## src/rtl/fsk_acq_seq_pkg.sv

```systemverilog
package fsk_acq_seq_pkg;
  typedef enum logic [2:0] {
    ST_INIT_CTL,
    ST_QUAL,
    ST_ACQ_CMD,
    ST_WAIT_SYNC,
    ST_MED_CTL,
    ST_LOCKED,
    ST_TRK_CMD,
    ST_WAIT_FRAME
  } seq_state_e;

  localparam logic [1:0] PLL_WIDE      = 2'b00;
  localparam logic [1:0] PLL_MEDIUM    = 2'b01;
  localparam logic [1:0] LEV_SLOW_PEAK = 2'b01;
  localparam logic [3:0] TASK_FSYNC    = 4'd1;
  localparam logic [3:0] TASK_FSYNC_H  = 4'd2;
  localparam logic       SEL_CTL       = 1'b0;
  localparam logic       SEL_CMD       = 1'b1;

  typedef struct packed {
    logic [3:0] rsvd;
    logic [1:0] lev_mode;
    logic [1:0] pll_bw;
  } ctl_word_t;

  typedef struct packed {
    logic [1:0] rsvd;
    logic       acq_lev;
    logic       acq_clk;
    logic [3:0] task_code;
  } cmd_word_t;
endpackage

```

## src/rtl/fsk_acq_qual_cnt.sv

```systemverilog
module fsk_acq_qual_cnt #(
  parameter int unsigned QUAL_SYMS = 8
) (
  input  logic clk_i,
  input  logic rst_ni,
  input  logic en_i,
  input  logic carrier_i,
  input  logic sym_tick_i,
  output logic done_o
);
  localparam int unsigned CNT_W = $clog2(QUAL_SYMS + 1);
  localparam logic [CNT_W-1:0] LAST = CNT_W'(QUAL_SYMS - 1);

  logic [CNT_W-1:0] cnt_q;

  assign done_o = en_i && carrier_i && sym_tick_i && (cnt_q == LAST);

  always_ff @(posedge clk_i or negedge rst_ni) begin
    if (!rst_ni)                 cnt_q <= '0;
    else if (!en_i || !carrier_i) cnt_q <= '0;
    else if (done_o)             cnt_q <= '0;
    else if (sym_tick_i)         cnt_q <= cnt_q + 1'b1;
  end


  cnt_cleared_chk: assert property (@(posedge clk_i) disable iff (!rst_ni)
    !carrier_i |=> cnt_q == '0);


  cnt_range_chk: assert property (@(posedge clk_i) disable iff (!rst_ni)
    cnt_q <= LAST);
endmodule

```

## src/rtl/fsk_acq_word_fmt.sv

```systemverilog
module fsk_acq_word_fmt
  import fsk_acq_seq_pkg::*;
#(
  parameter bit USE_H_TASK = 1'b0
) (
  input  seq_state_e state_i,
  output logic       valid_o,
  output logic       sel_o,
  output logic [7:0] data_o
);
  logic [3:0] task_code;
  ctl_word_t  ctl;
  cmd_word_t  cmd;

  generate
    if (USE_H_TASK) begin : g_task_h
      assign task_code = TASK_FSYNC_H;
    end else begin : g_task_plain
      assign task_code = TASK_FSYNC;
    end
  endgenerate

  always_comb begin
    ctl          = '0;
    cmd          = '0;
    ctl.lev_mode = LEV_SLOW_PEAK;
    ctl.pll_bw   = (state_i == ST_MED_CTL) ? PLL_MEDIUM : PLL_WIDE;
    cmd.task_code = task_code;
    cmd.acq_clk  = (state_i == ST_ACQ_CMD);
    cmd.acq_lev  = (state_i == ST_ACQ_CMD);
    valid_o      = 1'b0;
    sel_o        = SEL_CTL;
    data_o       = 8'(ctl);
    unique case (state_i)
      ST_INIT_CTL, ST_MED_CTL: valid_o = 1'b1;
      ST_ACQ_CMD, ST_TRK_CMD: begin
        valid_o = 1'b1;
        sel_o   = SEL_CMD;
        data_o  = 8'(cmd);
      end
      default: ;
    endcase
  end
endmodule

```

## src/rtl/fsk_acq_seq.sv

```systemverilog
module fsk_acq_seq
  import fsk_acq_seq_pkg::*;
#(
  parameter int unsigned QUAL_SYMS  = 8,
  parameter bit          USE_H_TASK = 1'b0
) (
  input  logic       clk_i,
  input  logic       rst_ni,
  input  logic       carrier_i,
  input  logic       sym_tick_i,
  input  logic       modem_irq_i,
  input  logic       next_frame_i,
  input  logic       wr_ready_i,
  output logic       wr_valid_o,
  output logic       wr_sel_o,
  output logic [7:0] wr_data_o
);
  seq_state_e state_q, state_d;
  logic       qual_done;
  logic       accept;

  fsk_acq_qual_cnt #(.QUAL_SYMS(QUAL_SYMS)) u_qual (
    .clk_i     (clk_i),
    .rst_ni    (rst_ni),
    .en_i      (state_q == ST_QUAL),
    .carrier_i (carrier_i),
    .sym_tick_i(sym_tick_i),
    .done_o    (qual_done)
  );

  fsk_acq_word_fmt #(.USE_H_TASK(USE_H_TASK)) u_fmt (
    .state_i(state_q),
    .valid_o(wr_valid_o),
    .sel_o  (wr_sel_o),
    .data_o (wr_data_o)
  );

  assign accept = wr_valid_o && wr_ready_i;

  always_comb begin
    state_d = state_q;
    unique case (state_q)
      ST_INIT_CTL:   if (accept) state_d = ST_QUAL;
      ST_QUAL:       if (qual_done) state_d = ST_ACQ_CMD;
      ST_ACQ_CMD:    if (accept) state_d = ST_WAIT_SYNC;
      ST_WAIT_SYNC:  if (!carrier_i) state_d = ST_INIT_CTL;
                     else if (modem_irq_i) state_d = ST_MED_CTL;
      ST_MED_CTL:    if (accept) state_d = ST_LOCKED;
      ST_LOCKED:     if (!carrier_i) state_d = ST_INIT_CTL;
                     else if (next_frame_i) state_d = ST_TRK_CMD;
      ST_TRK_CMD:    if (accept) state_d = ST_WAIT_FRAME;
      ST_WAIT_FRAME: if (!carrier_i) state_d = ST_INIT_CTL;
                     else if (modem_irq_i) state_d = ST_LOCKED;
      default:       state_d = ST_INIT_CTL;
    endcase
  end

  always_ff @(posedge clk_i or negedge rst_ni) begin
    if (!rst_ni) state_q <= ST_INIT_CTL;
    else         state_q <= state_d;
  end


  wr_hold_chk: assert property (@(posedge clk_i) disable iff (!rst_ni)
    wr_valid_o && !wr_ready_i |=> wr_valid_o && $stable(wr_sel_o) && $stable(wr_data_o));


  acq_after_tick_chk: assert property (@(posedge clk_i) disable iff (!rst_ni)
    $rose(wr_valid_o) && wr_sel_o && wr_data_o[5:4] == 2'b11 |-> $past(carrier_i && sym_tick_i));


  irq_to_medium_chk: assert property (@(posedge clk_i) disable iff (!rst_ni)
    state_q == ST_WAIT_SYNC && carrier_i && modem_irq_i
      |=> wr_valid_o && !wr_sel_o && wr_data_o[1:0] == PLL_MEDIUM);


  track_flags_chk: assert property (@(posedge clk_i) disable iff (!rst_ni)
    state_q == ST_LOCKED && carrier_i && next_frame_i
      |=> wr_valid_o && wr_sel_o && wr_data_o[5:4] == 2'b00);


  loss_to_wide_chk: assert property (@(posedge clk_i) disable iff (!rst_ni)
    (state_q == ST_LOCKED || state_q == ST_WAIT_SYNC || state_q == ST_WAIT_FRAME) && !carrier_i
      |=> wr_valid_o && !wr_sel_o && wr_data_o[1:0] == PLL_WIDE);
endmodule

```

## config.mk

```make
export PLATFORM = sky130hd
export DESIGN_NAME = fsk_acq_seq
export DESIGN_NICKNAME = d
export VERILOG_FILES = /design/src/rtl/fsk_acq_seq_pkg.sv /design/src/rtl/fsk_acq_qual_cnt.sv /design/src/rtl/fsk_acq_word_fmt.sv /design/src/rtl/fsk_acq_seq.sv
export SDC_FILE = /design/constraint.sdc
export NUM_CORES = 1
export LEC_CHECK = 0
export CORE_UTILIZATION = 30
export CTS_CLUSTER_SIZE = 25
export DETAILED_ROUTE_END_ITERATION = 12
export DONT_BUFFER_PORTS = 1
export PLACE_DENSITY = 0.42
export SLEW_MARGIN = 20
export SYNTH_ARGS = -nofsm -noshare
export SYNTH_HDL_FRONTEND = slang
export SYNTH_SLANG_ARGS = --single-unit
```

## constraint.sdc

```tcl
create_clock -name clk_i -period 1.7 [get_ports clk_i]
set_clock_uncertainty 0.2 [all_clocks]
set_input_delay 0.085 -clock clk_i [delete_from_list [all_inputs] [get_ports clk_i]]
set_output_delay 0.085 -clock clk_i [all_outputs]
set_load 0.02 [all_outputs]
```

==> results of run 1 <==
==> cells in the mapped netlist, drive strengths merged <==
| master | number | area share, % |
|---|---|---|
| a21oi | 3 | 4.3 |
| a221o | 1 | 2.3 |
| a31oi | 1 | 1.4 |
| buf | 5 | 8.6 |
| conb | 1 | 0.86 |
| dfrtp | 7 | 40 |
| ha | 1 | 2.9 |
| inv | 3 | 2.6 |
| mux2i | 1 | 2.3 |
| nand2 | 5 | 4.3 |
| nand2b | 2 | 2.9 |
| nand3 | 2 | 2.3 |
| nand3b | 2 | 3.5 |
| nand4 | 1 | 1.4 |
| nor2 | 6 | 5.2 |
| nor2b | 2 | 2.9 |
| nor3 | 1 | 1.2 |
| nor3b | 1 | 2.9 |
| o2111ai | 1 | 2.0 |
| o21ai | 2 | 2.3 |
| or3 | 1 | 1.4 |
| xor2 | 1 | 2.0 |
==> worst reg2reg max path, cell delays in order (launching register included) <==
cell	delay, ns
dfrtp_1	0.45
a31oi_1	0.20
a21oi_1	0.05
dlygate4sd3_1	0.56
==> worst max path at each step <==
stage / to / slack (ns) / cells after the start
6_report: state_q[2]$_DFFE_PN0P_ / 0.12 / 3
5_1_grt: state_q[2]$_DFFE_PN0P_ / 0.08 / 3
3_3_place_gp: state_q[1]$_DFFE_PN0P_ / 0.30 / 4
3_5_place_dp: state_q[1]$_DFFE_PN0P_ / 0.26 / 4
4_1_cts: state_q[2]$_DFFE_PN0P_ / 0.12 / 3
2_1_floorplan: wr_data_o[5] / 0.07 / 4
==> power by group through the flow <==
stage                     clock (mW)  sequential (mW)  combinational (mW)
after detailed placement           0            0.183              0.0352
after floorplan                    0            0.182              0.0380
after global placement             0            0.183              0.0350
final                          0.144            0.181              0.0538
after CTS                      0.152            0.180              0.0543
after global routing           0.172            0.182              0.0597
==> cell type report <==
cell class	count	area, sq um	area share [%]
multi-input cells	38	226	39.5
flip-flops and latches	7	175	30.6
repair buffers	11	115	20.1
clock buffers	4	26.3	4.59
well taps	15	18.8	3.28
inverters	3	11.3	1.97
==> placed cells by master (no fill, tap or decap), types with 2 or more instances in the layout <==
| cell | instances |
|---|---|
| a21oi_1 | 2 |
| buf_4 | 2 |
| clkbuf_4 | 3 |
| conb_1 | 4 |
| dfrtp_1 | 7 |
| dlygate4sd3_1 | 8 |
| inv_1 | 3 |
| nand2_1 | 5 |
| nand2b_1 | 2 |
| nand3_1 | 2 |
| nand3b_1 | 2 |
| nor2_1 | 5 |
| o21ai_0 | 2 |
==> through the flow <==
stage | hold WS, ns | setup WS, ns | utilization (%)
CTS | 0.0127 | 0.117 | 43.5
floorplan | -0.411 | 0.0685 | -
finish | 0.0202 | 0.125 | 43.5
detailed placement | -0.410 | 0.259 | 35.4
global route | 0.0698 | 0.0785 | 43.5
global placement | -0.410 | 0.302 | 35.4
==> cells by family after synthesis <==
| family | count (synthesis) |
|---|---|
| and+or+nand+nor | 23 |
| DFF | 7 |
| xor gates and xnor gates | 1 |
| other | 1 |
| adders and majority gates | 1 |
| buffers and inverters | 8 |
| AOI/OAI and AO/OA | 8 |
| muxes | 1 |
==> sequential cells by signal, indices dropped and copies added (netlist names) <==
name	count
state_q	3
u_qual.cnt_q	4
==> layer usage <==
metal  up-vias  track usage, %  share of wire [%]
met3         0            3.33                6.7
met4         0            7.76                  0
li1        190               -                  -
met5         -               0                  0
met2        13            25.0                 47
met1       179            14.5                 46
==> what timing repair did <==
action,CTS,global route
hold endpoints to repair,14,0
hold buffers,8,0
endpoints found under the setup margin,0,0
==> qor.csv, run 1 <==
metric;value;unit
number of cells produced by synthesis;50;
first-pass GRT wire length;1420;microns
Inst Count DP;66;
Final setup viols;0;
Area growth, synth to finish;32.0;%
fmax;635;MHz
initial core utilization;33.0;%
final instance area;573;sq um
pin count of the biggest net entering global routing;9;
share of cells above drive strength 1;15.9;%
Worst VDD drop;0.414;mV
Critical Path Sink Type;flop;
CP Data Required Time;1.62;ns
Synth Register Bits;7;
RR Endpoint;state_q[2]$_DFFE_PN0P_;
# DRC;0;
warnings from Yosys;0;
Max Cap Viol;0;
clock sink total;7;
DR vias;382;
Hold EP;state_q[1]$_DFFE_PN0P_;
syn_area_per_cell;8.68;sq um
Die Width;40.0;microns
vias in the first global route;374;
xor/xnor cell area share of the yosys netlist;2.02;%
Final Non-Filler Cells;78;
P per Cell Area;661;nW/um^2
CTS buffer count;3;
Cell variety after synth;23;
Final period util;92.7;%
final WL;882;microns
Worst Hold Depth;3;
total power;0.379;mW
Reg power frac;47.7;%
reg2reg setup slack;0.12;ns
fin crit period;1.58;ns
Crit Path Class;reg2reg;
I/O Buffers;0;
DIE AREA;1600;sq um
Worst-path clk slew;0.05;ns
initial antenna violation count;0;
CP Launch Type;flop;
WL/cell;11.3;microns
Top delay family on crit path;buffers and inverters;
max incr delay on CP;0.56;ns
Slew Limit Fails;0;
worst-path fanout max;7;
gpl congestion;0.717;
CP max-delay cell;dlygate4sd3_1;
cell area after placement;467;sq um
Initial DRT Pass Iterations;4;
hpwl dp;677;microns
simple-gate share of the synthesized area;28.0;%
Internal Power;0.284;mW
net switching fraction of the power;25.1;%
clock group share of total power;38.0;%
cells on worst reg2reg path;3;
P_leak;0.258;nW
antenna cells;0;
WP data arrival;1.50;ns
Comb pwr share;14.2;%
mux contribution to synthesized area;2.31;%
register area share after synthesis;40.3;%
Mapped Area;434;sq um
post-CTS sizing;0;
Initial DRC Count;4;
Congestion Overflow GR;0;
status;finished, final reports clean;
final hold viol count;0;
postcts setup bufs;0;
I/O Pins;17;
# nets final;72;
TritonCTS clock tree;built;
Hold Crit Class;in2reg;
complex-gate fraction of the synthesized area;12.4;%
clock latency on the worst-skew pair;0.24;ns
vias per inst;4.90;
crit path launch;state_q[1]$_DFFE_PN0P_;
Worst Min Path Start;carrier_i;
clk root buf;clkbuf_4;
fill count;130;
combinational family with the most area after synthesis;simple AND/OR/NAND/NOR gates;
die height;40.0;microns
core area;1320;sq um
GRT Overall Usage;13.9;%
DRT antenna net count;0;
Final TNS setup;0;ns
row count;13;
CTS max path bufs;2;
CTS H-tree lvls;1;
Buffers & Inverters on Critical Path;1;
CP Cell Sequence;a31oi_1 > a21oi_1 > dlygate4sd3_1;
area share of fa/ha/maj cells after synthesis;2.88;%
Critical R2R Launch;state_q[1]$_DFFE_PN0P_;
Switching Power;0.0951;mW
RSZ-0062 raised after global routing;false;
No activity file was read; power rests on OpenSTA's default activity.
==> inputs of run 2 (changes only) <==
--- a/config.mk
+++ b/config.mk
@@ -5,11 +5,12 @@
 export SDC_FILE = /design/constraint.sdc
 export NUM_CORES = 1
 export LEC_CHECK = 0
-export CORE_UTILIZATION = 30
+export CORE_AREA = 2 2 39 41
 export CTS_CLUSTER_SIZE = 25
 export DETAILED_ROUTE_END_ITERATION = 12
+export DIE_AREA = 0 0 41 43
 export DONT_BUFFER_PORTS = 1
-export PLACE_DENSITY = 0.42
+export PLACE_DENSITY = 0.44
 export SLEW_MARGIN = 20
 export SYNTH_ARGS = -nofsm -noshare
 export SYNTH_HDL_FRONTEND = slang
==> run 2 against run 1 <==
Total power up 4.1%. Maximum frequency hardly changed. Clock power rose by 9%. Register-to-register slack hardly changed. First-iteration DRC count unchanged.
==> qor.csv, run 2 (synthesis results as in run 1) <==
metric;value;unit;change
status;finished, final reports clean;;
postcts setup bufs;0;;unchanged
CP Data Required Time;1.65;ns;+0.03 ns
Min Hold Slack;0.291;ns;+0.271 ns
Slew Limit Fails;0;;unchanged
commonest non-fill, non-tap cells in the layout;dlygate4sd3_1 (8), dfrtp_1 (7), nor2_1 (5), nand2_1 (5), conb_1 (4);;
Largest regs;u_qual.cnt_q (4), state_q (3);;
Worst-path clk slew;0.06;ns;about the same
Final TNS setup;0;ns;unchanged
DIE AREA;1760;sq um;+10%
Worst VDD drop;0.373;mV;-10%
P_leak;0.263;nW;+2.1%
initial core utilization;31.4;%;-1.6 points
fill count;159;;+22%
Inst Count DP;68;;+3.0%
Final period util;92.7;%;about the same
antenna cells;0;;unchanged
initial antenna violation count;0;;unchanged
Final Non-Filler Cells;80;;+2.6%
row count;14;;+1
DRT antenna net count;0;;unchanged
Reg with most FFs;u_qual.cnt_q;;
GRT Overall Usage;13.7;%;-0.21 points
Die Width;41;microns;+2.4%
CP Launch Type;flop;;
final WL;905;microns;+2.6%
first-pass GRT wire length;1470;microns;+3.4%
clk root buf;clkbuf_4;;
final hold viol count;0;;unchanged
share of cells above drive strength 1;17.2;%;+1.3 points
vias per inst;4.76;;-2.8%
DR vias;381;;-0.26%
CTS H-tree lvls;1;;unchanged
pin count of the biggest net entering global routing;9;;unchanged
# DRC;0;;unchanged
gpl congestion;0.666;;-7.2%
TritonCTS clock tree;built;;
clock sink total;7;;unchanged
Crit Path Class;reg2reg;;
commonest non-fill, non-tap cell in the layout;dlygate4sd3_1;;
worst-path fanout max;7;;unchanged
Final Util;42.0;%;-1.5 points
hold_buf cts;8;;unchanged
I/O Buffers;0;;unchanged
WP data arrival;1.52;ns;+0.02 ns
CTS buffer count;3;;unchanged
RSZ-0062 raised after global routing;false;;
Congestion Overflow GR;0;;unchanged
P per Cell Area;678;nW/um^2;+2.6%
die height;43;microns;+7.4%
Max Cap Viol;0;;unchanged
fmax;635;MHz;about the same
fin crit period;1.58;ns;+0.000663 ns
Final setup viols;0;;unchanged
Initial DRC Count;4;;unchanged
Critical Path Sink Type;flop;;
Area growth, synth to finish;34.0;%;
Hold Crit Class;in2reg;;
# nets final;73;;+1.4%
I/O Pins;17;;unchanged
core area;1380;sq um;+5.0%
hpwl dp;631;microns;-6.7%
vias in the first global route;349;;-6.7%
CTS max path bufs;2;;unchanged
clock latency on the worst-skew pair;0.26;ns;+0.02 ns
post-CTS sizing;0;;unchanged
WL/cell;11.3;microns;about the same
max reg flops;4;;unchanged
Initial DRT Pass Iterations;2;;-2
-- run 2: critical path, stage by stage (launching register included) --
cell	delay, ns
dfrtp_1	0.46
a31oi_1	0.20
a21oi_1	0.05
dlygate4sd3_1	0.56
-- run 2: layer usage --
layer | up-vias | GRT usage (%) | routed length, microns
met4 | 0 | 12.0 | 40
met3 | 5 | 8.38 | 85
met1 | 174 | 14.5 | 390
li1 | 189 | - | -
met5 | - | 0 | 0
met2 | 13 | 17.8 | 389
-- run 2: where the power goes --
part	switching [mW]	internal [mW]	total (mW)
registers	0.00761	0.173	0.180
clock network	0.0670	0.0900	0.157
logic	0.0330	0.0240	0.0570
-- run 2: path summary, 6_finish.rpt --
path                                                    end  slack (ns)                        start  cells past startpoint
worst max-delay path                 state_q[2]$_DFFE_PN0P_        0.12       state_q[1]$_DFFE_PN0P_                      3
min in group asynchronous            state_q[0]$_DFFE_PN0P_        0.49                       rst_ni                      2
worst max register to register       state_q[2]$_DFFE_PN0P_        0.12       state_q[1]$_DFFE_PN0P_                      3
worst min register to register  u_qual.cnt_q[1]$_DFFE_PN0P_        0.36  u_qual.cnt_q[1]$_DFFE_PN0P_                      2
worst min-delay path                 state_q[0]$_DFFE_PN0P_        0.29                   wr_ready_i                      3
max in group asynchronous       u_qual.cnt_q[1]$_DFFE_PN0P_        0.55                       rst_ni                      2
-- run 2: area by class of cell --
| cell class | count | area [sq um] | share of cell area (%) |
|---|---|---|---|
| Inverter | 3 | 11.3 | 1.94 |
| Clock buffer | 4 | 26.3 | 4.52 |
| Sequential cell | 7 | 175 | 30.1 |
| Multi-Input combinational cell | 38 | 226 | 38.9 |
| Timing Repair Buffer | 12 | 123 | 21.1 |
| Tap cell | 16 | 20.0 | 3.44 |
-- run 2: per-stage QoR --
stage | worst slack (ns) | total power, mW | cell area (sq um)
2_1_floorplan | 0.0685 | 0.220 | 450
3_3_place_gp | 0.300 | 0.222 | 475
3_5_place_dp | 0.279 | 0.222 | 475
4_1_cts | 0.139 | 0.404 | 582
5_1_grt | 0.0736 | 0.417 | 582
6_report | 0.124 | 0.394 | 582
